**config.mk**
```make
export PLATFORM = sky130hd
export DESIGN_NAME = ctrl_reg_bank
export DESIGN_NICKNAME = d
export VERILOG_FILES = /design/src/rtl/crb_pkg.sv /design/src/rtl/crb_wdecode.sv /design/src/rtl/crb_sp_bank.sv /design/src/rtl/crb_rd_mux.sv /design/src/rtl/ctrl_reg_bank.sv
export SDC_FILE = /design/constraint.sdc
export NUM_CORES = 1
export LEC_CHECK = 0
export BUFFER_PORTS_ARGS = -buffer_cell sky130_fd_sc_hd__buf_2
export CELL_PAD_IN_SITES_DETAIL_PLACEMENT = 0
export CELL_PAD_IN_SITES_GLOBAL_PLACEMENT = 1
export CORE_MARGIN = 5
export CORE_UTILIZATION = 43
export DETAILED_ROUTE_END_ITERATION = 8
export PLACE_DENSITY = 0.75
export SYNTH_ARGS = -nofsm -noshare
export SYNTH_HDL_FRONTEND = slang
export SYNTH_SLANG_ARGS = --single-unit
export TNS_END_PERCENT = 50
```
**constraint.sdc**
```tcl
create_clock -name clk -period 2.36 [get_ports clk]
set_clock_uncertainty 0.15 [all_clocks]
set_input_delay 0.472 -clock clk [delete_from_list [all_inputs] [get_ports clk]]
set_output_delay 0.472 -clock clk [all_outputs]
set_load 0.05 [all_outputs]
```
**src/rtl/crb_pkg.sv**
```systemverilog
package crb_pkg;
    localparam int WORD_W    = 32;
    localparam int ADDR_W    = 4;
    localparam int NUM_REGS  = 9;
    localparam int STACK_BIT = 7;

    localparam logic [ADDR_W-1:0] REG_STAT  = 4'd0;
    localparam logic [ADDR_W-1:0] REG_COND  = 4'd1;
    localparam logic [ADDR_W-1:0] REG_ISP   = 4'd2;
    localparam logic [ADDR_W-1:0] REG_USP   = 4'd3;
    localparam logic [ADDR_W-1:0] REG_SPR4  = 4'd4;
    localparam logic [ADDR_W-1:0] REG_SPR5  = 4'd5;
    localparam logic [ADDR_W-1:0] REG_BPC   = 4'd6;
    localparam logic [ADDR_W-1:0] REG_BBST  = 4'd7;
    localparam logic [ADDR_W-1:0] REG_BBPC  = 4'd8;

    localparam logic [7:0] BSTAT_MASK = 8'hC1;
    localparam logic [7:0] STAT_MASK  = 8'hC0;

    typedef struct packed {
        logic [7:0]        stat;
        logic [7:0]        bstat;
        logic [7:0]        bbst;
        logic              cond;
        logic [WORD_W-1:0] sp;
        logic [WORD_W-1:0] isp;
        logic [WORD_W-1:0] usp;
        logic [WORD_W-1:0] bpc;
        logic [WORD_W-1:0] bbpc;
        logic [WORD_W-1:0] spr4;
        logic [WORD_W-1:0] spr5;
    } crb_state_t;
endpackage

```
**src/rtl/crb_wdecode.sv**
```systemverilog
module crb_wdecode #(
    parameter int ADDR_W   = 4,
    parameter int NUM_REGS = 9
) (
    input  logic              wr_en,
    input  logic [ADDR_W-1:0] wr_addr,
    output logic [NUM_REGS-1:0] wsel
);
    for (genvar i = 0; i < NUM_REGS; i++) begin : g_sel
        assign wsel[i] = wr_en && (wr_addr == ADDR_W'(i));
    end
endmodule

```
**src/rtl/crb_sp_bank.sv**
```systemverilog
module crb_sp_bank #(
    parameter int WORD_W = 32
) (
    input  logic              sm_old,
    input  logic              sm_new,
    input  logic              stat_wr,
    input  logic              isp_wr,
    input  logic              usp_wr,
    input  logic [WORD_W-1:0] wdata,
    input  logic [WORD_W-1:0] sp_cur,
    input  logic [WORD_W-1:0] isp_q,
    input  logic [WORD_W-1:0] usp_q,
    output logic [WORD_W-1:0] sp_d,
    output logic [WORD_W-1:0] isp_d,
    output logic [WORD_W-1:0] usp_d
);
    always_comb begin
        sp_d  = sp_cur;
        isp_d = isp_q;
        usp_d = usp_q;
        if (stat_wr && (sm_old != sm_new)) begin
            if (sm_new) begin
                usp_d = sp_cur;
                sp_d  = isp_q;
            end else begin
                isp_d = sp_cur;
                sp_d  = usp_q;
            end
        end
        if (isp_wr) begin
            if (sm_old) sp_d  = wdata;
            else        isp_d = wdata;
        end
        if (usp_wr) begin
            if (!sm_old) sp_d  = wdata;
            else         usp_d = wdata;
        end
    end
endmodule

```
**src/rtl/crb_rd_mux.sv**
```systemverilog
module crb_rd_mux
    import crb_pkg::*;
(
    input  crb_state_t        st,
    input  logic [ADDR_W-1:0] rd_addr,
    output logic [WORD_W-1:0] rd_data
);
    logic sm;
    assign sm = st.stat[STACK_BIT];

    always_comb begin
        rd_data = '0;
        case (rd_addr)
            REG_STAT: rd_data = {{(WORD_W-16){1'b0}}, st.bstat & BSTAT_MASK,
                                 (st.stat & STAT_MASK) | {7'b0, st.cond}};
            REG_COND: rd_data = {{(WORD_W-1){1'b0}}, st.cond};
            REG_ISP:  rd_data = sm ? st.sp : st.isp;
            REG_USP:  rd_data = sm ? st.usp : st.sp;
            REG_SPR4: rd_data = st.spr4;
            REG_SPR5: rd_data = st.spr5;
            REG_BPC:  rd_data = {st.bpc[WORD_W-1:1], 1'b0};
            REG_BBST: rd_data = {{(WORD_W-8){1'b0}}, st.bbst & BSTAT_MASK};
            REG_BBPC: rd_data = {st.bbpc[WORD_W-1:1], 1'b0};
            default:  rd_data = '0;
        endcase
    end
endmodule

```
**src/rtl/ctrl_reg_bank.sv**
```systemverilog
module ctrl_reg_bank
    import crb_pkg::*;
(
    input  logic              clk,
    input  logic              rst_n,
    input  logic              wr_en,
    input  logic [ADDR_W-1:0] wr_addr,
    input  logic [WORD_W-1:0] wr_data,
    input  logic [ADDR_W-1:0] rd_addr,
    output logic [WORD_W-1:0] rd_data,
    input  logic              sp_we,
    input  logic [WORD_W-1:0] sp_wdata,
    output logic [WORD_W-1:0] sp_rdata
);
    crb_state_t          state_q, state_d;
    logic [NUM_REGS-1:0] wsel;
    logic [WORD_W-1:0]   sp_cur;
    logic [WORD_W-1:0]   sp_n, isp_n, usp_n;

    crb_wdecode #(.ADDR_W(ADDR_W), .NUM_REGS(NUM_REGS)) u_dec (
        .wr_en   (wr_en),
        .wr_addr (wr_addr),
        .wsel    (wsel)
    );

    // Port write lands before any control-register effect
    assign sp_cur = sp_we ? sp_wdata : state_q.sp;

    crb_sp_bank #(.WORD_W(WORD_W)) u_bank (
        .sm_old  (state_q.stat[STACK_BIT]),
        .sm_new  (wr_data[STACK_BIT]),
        .stat_wr (wsel[REG_STAT]),
        .isp_wr  (wsel[REG_ISP]),
        .usp_wr  (wsel[REG_USP]),
        .wdata   (wr_data),
        .sp_cur  (sp_cur),
        .isp_q   (state_q.isp),
        .usp_q   (state_q.usp),
        .sp_d    (sp_n),
        .isp_d   (isp_n),
        .usp_d   (usp_n)
    );

    always_comb begin
        state_d = state_q;
        if (wsel[REG_STAT]) begin
            state_d.stat  = wr_data[7:0];
            state_d.bstat = wr_data[15:8];
            state_d.cond  = wr_data[0];
        end
        if (wsel[REG_COND]) state_d.cond = wr_data[0];
        if (wsel[REG_SPR4]) state_d.spr4 = wr_data;
        if (wsel[REG_SPR5]) state_d.spr5 = wr_data;
        if (wsel[REG_BPC])  state_d.bpc  = wr_data;
        if (wsel[REG_BBST]) state_d.bbst = wr_data[7:0];
        if (wsel[REG_BBPC]) state_d.bbpc = wr_data;
        state_d.sp  = sp_n;
        state_d.isp = isp_n;
        state_d.usp = usp_n;
    end

    always_ff @(posedge clk or negedge rst_n) begin
        if (!rst_n) state_q <= '0;
        else        state_q <= state_d;
    end

    crb_rd_mux u_rd (
        .st      (state_q),
        .rd_addr (rd_addr),
        .rd_data (rd_data)
    );

    assign sp_rdata = state_q.sp;
endmodule

```
=== Word-level counts from Yosys, hierarchy flattened ===
Index checks and enable logic that the tools add are counted.

* Register bits: 249
* Bits of input ports: 76
* Output and inout bits: 64
* Logic and storage cells: 62

* Eq/ne operators: 17
* Multiplexer cells: 20
* Bitwise logic cells: 1
* Reduce and logical (&&, ||, !) cells: 13

{| class="wikitable"
|+ Operator list
! kind !! count
|-
| two-way mux 32 bit || 17
|-
| case mux 32 bit (9 select lines) || 1
|-
| == test 4 x 3 -> 1 bit (second input constant) || 8
|-
| == test 4 x 2 -> 1 bit (second input constant) || 4
|-
| logical AND 1 bit || 10
|-
| == test 4 x 1 -> 1 bit (second input constant) || 2
|-
| == test 4 bit (second input constant) || 2
|-
| zero test 4 bit || 2
|-
| OR 8 x 1 -> 8 bit || 1
|-
| two-way mux 1 bit || 2
|-
| nonzero test 2 bit || 1
|-
| != test 1 bit || 1
|}

=== Longest topological paths before layout ===
* Depth after elaboration: 8
* Depth in mapped cells: 8
* Gate-level depth less buffers: 4

=== By module ===
From an unflattened synthesis, not the netlist that was laid out.

* Cell total of the unflattened synthesis: 1221
* Area total of the unflattened synthesis: 14305.0 um2

{| class="wikitable"
|+ Modules (own cells, without submodules)
! module !! instances !! cells each !! area each (um2) !! seq. area each (um2)
|-
| ctrl_reg_bank || 1 || 490 || 9551.7 || 6231.0
|-
| crb_sp_bank || 1 || 445 || 2663.8 || 0.0
|-
| crb_rd_mux || 1 || 271 || 2006.9 || 0.0
|-
| crb_wdecode || 1 || 15 || 82.6 || 0.0
|}

=== Least setup slack after synthesis ===
OpenSTA, ideal clock, no wires.

* Path kind: input-to-output
* From: input rd_addr[1]
* To: output rd_data[15]
* Data arrival time: 3.040 ns
* Required time: 1.738 ns
* Path slack: -1.302 ns
* Stages on the path: 6
* Buffers on the path: 2
* Cell sequence: clkbuf_1 -> buf_1 -> nand2_1 -> nor2_1 -> a21oi_1 -> o311ai_0

* Longest elaborated chain between the ends: 2
* Elaborated cells on any way between the ends: 10
* Classes of those cells: eq/ne (8); mux (1); reduce/logical (1)

{| class="wikitable"
|+ Ends and longest elaborated chain
! item !! RTL line !! text
|-
| start, declared || ctrl_reg_bank.sv:9 || <nowiki>input logic [ADDR_W-1:0] rd_addr,</nowiki>
|-
| == test 4 bit (tied with other cells) || crb_rd_mux.sv:13 || <nowiki>case (rd_addr)</nowiki>
|-
| case mux 32 bit (9 select lines) (*) || crb_rd_mux.sv:13 ||
|-
| end, declared || ctrl_reg_bank.sv:10 || <nowiki>output logic [WORD_W-1:0] rd_data,</nowiki>
|}

Every way passes the cells marked *; elsewhere a longest branch is shown, timed or not.

=== Final worst setup path ===
* From: register state_q[248] in the netlist's numbering
* To: output rd_data[0]

* Longest elaborated chain between the ends: 2
* Elaborated cells on any way between the ends: 3
* Classes of those cells: mux (3)

{| class="wikitable"
|+ Ends and longest elaborated chain
! item !! RTL line !! text
|-
| start, declared || ctrl_reg_bank.sv:15 || <nowiki>crb_state_t state_q, state_d;</nowiki>
|-
| start signal, assigned || ctrl_reg_bank.sv:64 || <nowiki>else state_q <= state_d;</nowiki>
|-
| two-way mux 32 bit (on tied branches) || crb_rd_mux.sv:18, crb_rd_mux.sv:17 ||
|-
| case mux 32 bit (9 select lines) (*) || crb_rd_mux.sv:13 ||
|}

Marked as above.

==> summary.txt <==
Floorplan
  • # rows: 61
  • I/O pins: 140
  • Die footprint: 31970 um^2
  • Core ar.: 27930 um^2
  • DIE WIDTH: 178.8 um
  • Chip height: 178.8 um
  • Initial Util: 43.85%

Detailed routing
  • # DRC: 0
  • Via count: 9685
  • Post-DR wirelength/cell: 22.89 um
  • DR vias/cell: 5.852
  • DR pass1 iterations: 5
  • DRT antenna net count: 0
  • Routed wire length: 37880 um
  • Drt initial violations: 752

Layout
  • Area added between synthesis and finish: 27.28%
  • Commonest non-fill, non-tap cell in the layout: dfrtp_1
  • Core Util, Final: 55.82%
  • Commonest cells after routing, fill and taps aside: dfrtp_1, mux2_2, buf_2
  • Final nets: 1332
  • Fill cells: 2431
  • Share of cells above drive strength 1: 45.22%

Clocking
  • Clk_lat worst skew: 0.54 ns
  • Clk buf depth: 3
  • CTS tree: yes
  • H-tree Lvls: 1
  • Clock buffers created by TritonCTS: 26
  • Clock Sinks: 231
  • Clock-pin slew on the worst setup and hold paths: 0.06 ns
  • Root Buffer: clkbuf_16

Synth
  • Netlist Area Pre-Place: 12250 um^2
  • Main flop type after synthesis: dfrtp_1
  • Yosys cell types: 53
  • Mapped Cells: 1104
  • Synth top area cells: dfrtp_1, mux2_2, mux2i_1
  • Yosys warning count: 0
  • Syn Area/Cell: 11.10 um^2
  • Seq/Total Area, Yosys: 47.19%
  • Async SR Flop Fraction: 100.0%
  • Number of synthesized register bits: 231
  • Mapped Nets: 1180
  • Post-synth EDFFs: 0
  • Area share of the largest cell type after synthesis: 47.19%
  • Yosys top cell by area: dfrtp_1

Global routing
  • Vias in the first global route: 9722
  • Antenna violations before repair: 1
  • GRT Util Overall: 23.38%
  • Largest net degree at the start of global routing: 77
  • Remaining global-route overflow: 0
  • First-pass GRT wire length: 58420 um

STA
  • Final Hold Viols: 0
  • Final worst-path cycle share: 122.0%
  • Final Max Slew Viols: 0
  • Fmax: 347.2 MHz
  • Min setup slack post-route: -0.5200 ns
  • Number of setup violations in the final report: 32
  • Final worst path period need: 2.880 ns
  • Normalized max-slew margin: 52.89%
  • RSZ-0062 raised after global routing: true
  • Worst Tran Pin Value: 0.7052 ns

Worst setup path
  • Startpoint types: register
  • Crit path max-delay cell type: dfrtp_2
  • CP required: 1.74 ns
  • Worst r2r src: state_q[248]
  • CP Max Fanout: 3
  • Critical path class: reg2out
  • Reg-to-Reg End: sp_rdata[0]
  • FF-to-FF setup slack: 0.11 ns
  • Critical path's largest stage delay: 0.42 ns
  • Worst setup EP type: primary output
  • Critical-path cell list: buf_4 > mux2_4 > a311oi_2 > a311oi_1 > a221o_1 > buf_6
  • Worst R2R Path Depth: 8
  • Crit path DAT: 2.26 ns

Flow run
  • Max Cap Viol: 0

Power
  • Peak supply drop: 551.1 uV
  • Cell leakage power: 0.007042 uW
  • Pwr Density: 880.9 nW/um^2

Outcome
  • Status: finished, violations left
  • Failing checks: negative setup slack

Place
  • RePlAce Congestion: 0.8138
  • Post-DP HPWL: 25030 um
  • Post-Place Setup Slack: -0.3998 ns
  • PortBufs: 139

Worst hold path
  • Hold Path End: state_q[189]
  • Hold WC Path Type: in2reg
  • HP Start: wr_data[29]
  • WHS Path Cells: 3
[report_power, final]
part	internal [uW]	switching (uW)	leakage, uW
combinational	1810	1930	0.00376
clock	2690	1670	0.000462
sequential	4930	708	0.00282
[layout make-up]
class	instances	area (um^2)	area share (%)
Multi-Input combinational cell	745	6215	39.86
Sequential cell	231	5782	37.08
Timing Repair Buffer	249	2168	13.91
Clock buffer	38	807.0	5.176
Tap cell	378	473.0	3.033
Clock inverter	10	130.1	0.8345
Inverter	3	15.01	0.09629
Antenna cell	1	2.502	0.01605
[Yosys cell counts (all sizes together), types with 3 or more instances]
library cell  number
dfrtp            231
mux2             212
nand2             81
mux2i             71
buf               69
o21ai             67
a22oi             66
clkbuf            56
nor2              44
a21oi             37
o22ai             32
nand3             29
o22a              29
a221oi            11
a222oi             5
nand2b             5
nor3               5
nor2b              4
o211ai             4
and3               3
inv                3
o2bb2ai            3
or2                3
or3b               3
[state kept, by name, indices dropped and copies added, names as in the netlist]
name / flops
state_q: 199
sp_rdata: 32
[how the worst max path moves through the flow]
stage	from	endpoint	depth (start not counted)
global route	state_q[248]	rd_data[0]	6
CTS	state_q[248]	rd_data[12]	5
floorplan	rd_addr[0]	rd_data[18]	5
global placement	rd_addr[3]	rd_data[22]	7
detailed placement	rd_addr[3]	rd_data[26]	8
finish	state_q[248]	rd_data[0]	6
[routing by layer]
metal | GRT usage (%) | part of all wire (%)
met1 | 33.79 | 45
met2 | 37.43 | 48
met3 | 3.290 | 5.8
met4 | 5.405 | 1.6
met5 | 0 | 0
[kinds of logic (layout without fill, tap and decap cells)]
logic type,after synthesis,in the layout,share of synthesized area [%]
AOI/OAI and AO/OA,271,271,14.93
xor gates and xnor gates,1,1,0.07151
buffers and inverters,128,300,5.291
DFF,231,231,47.19
muxes,283,283,25.29
other,0,1,0
and+or+nand+nor,190,190,7.231
[critical path, delay by kind of cell (launching register included)]
| family | cells | cell delay (ns) |
|---|---|---|
| compound gates | 3 | 0.67 |
| buf+inv | 2 | 0.34 |
| mux | 1 | 0.30 |
| flops | 1 | 0.42 |
[metrics by stage]
step,TNS [ns],std cells,instance area [um^2],power (uW),hold slack [ns]
2_1_floorplan,-4.923,1104,12430,8000,0.02641
3_3_place_gp,-9.652,1593,14130,8960,0.1946
3_5_place_dp,-10.38,1593,14130,9037,0.1950
4_1_cts,-13.32,1644,15330,13610,0.06141
5_1_grt,-15.13,1655,15590,14370,0.09180
6_report,-12.92,1655,15590,13730,0.07776
[repair_timing]
| item | 4_1_cts | 5_1_grt |
|---|---|---|
| gates resized for setup | 60 | 44 |
| endpoints found under the hold margin | 84 | 0 |
| endpoints found under the setup margin | 32 | 32 |
| hold buffers | 1 | 0 |
| buffers inserted | 2 | 7 |
| pin swaps | 10 | 8 |
| gates cloned | 0 | 3 |
Note: power is estimated with default switching activity, not from simulation.
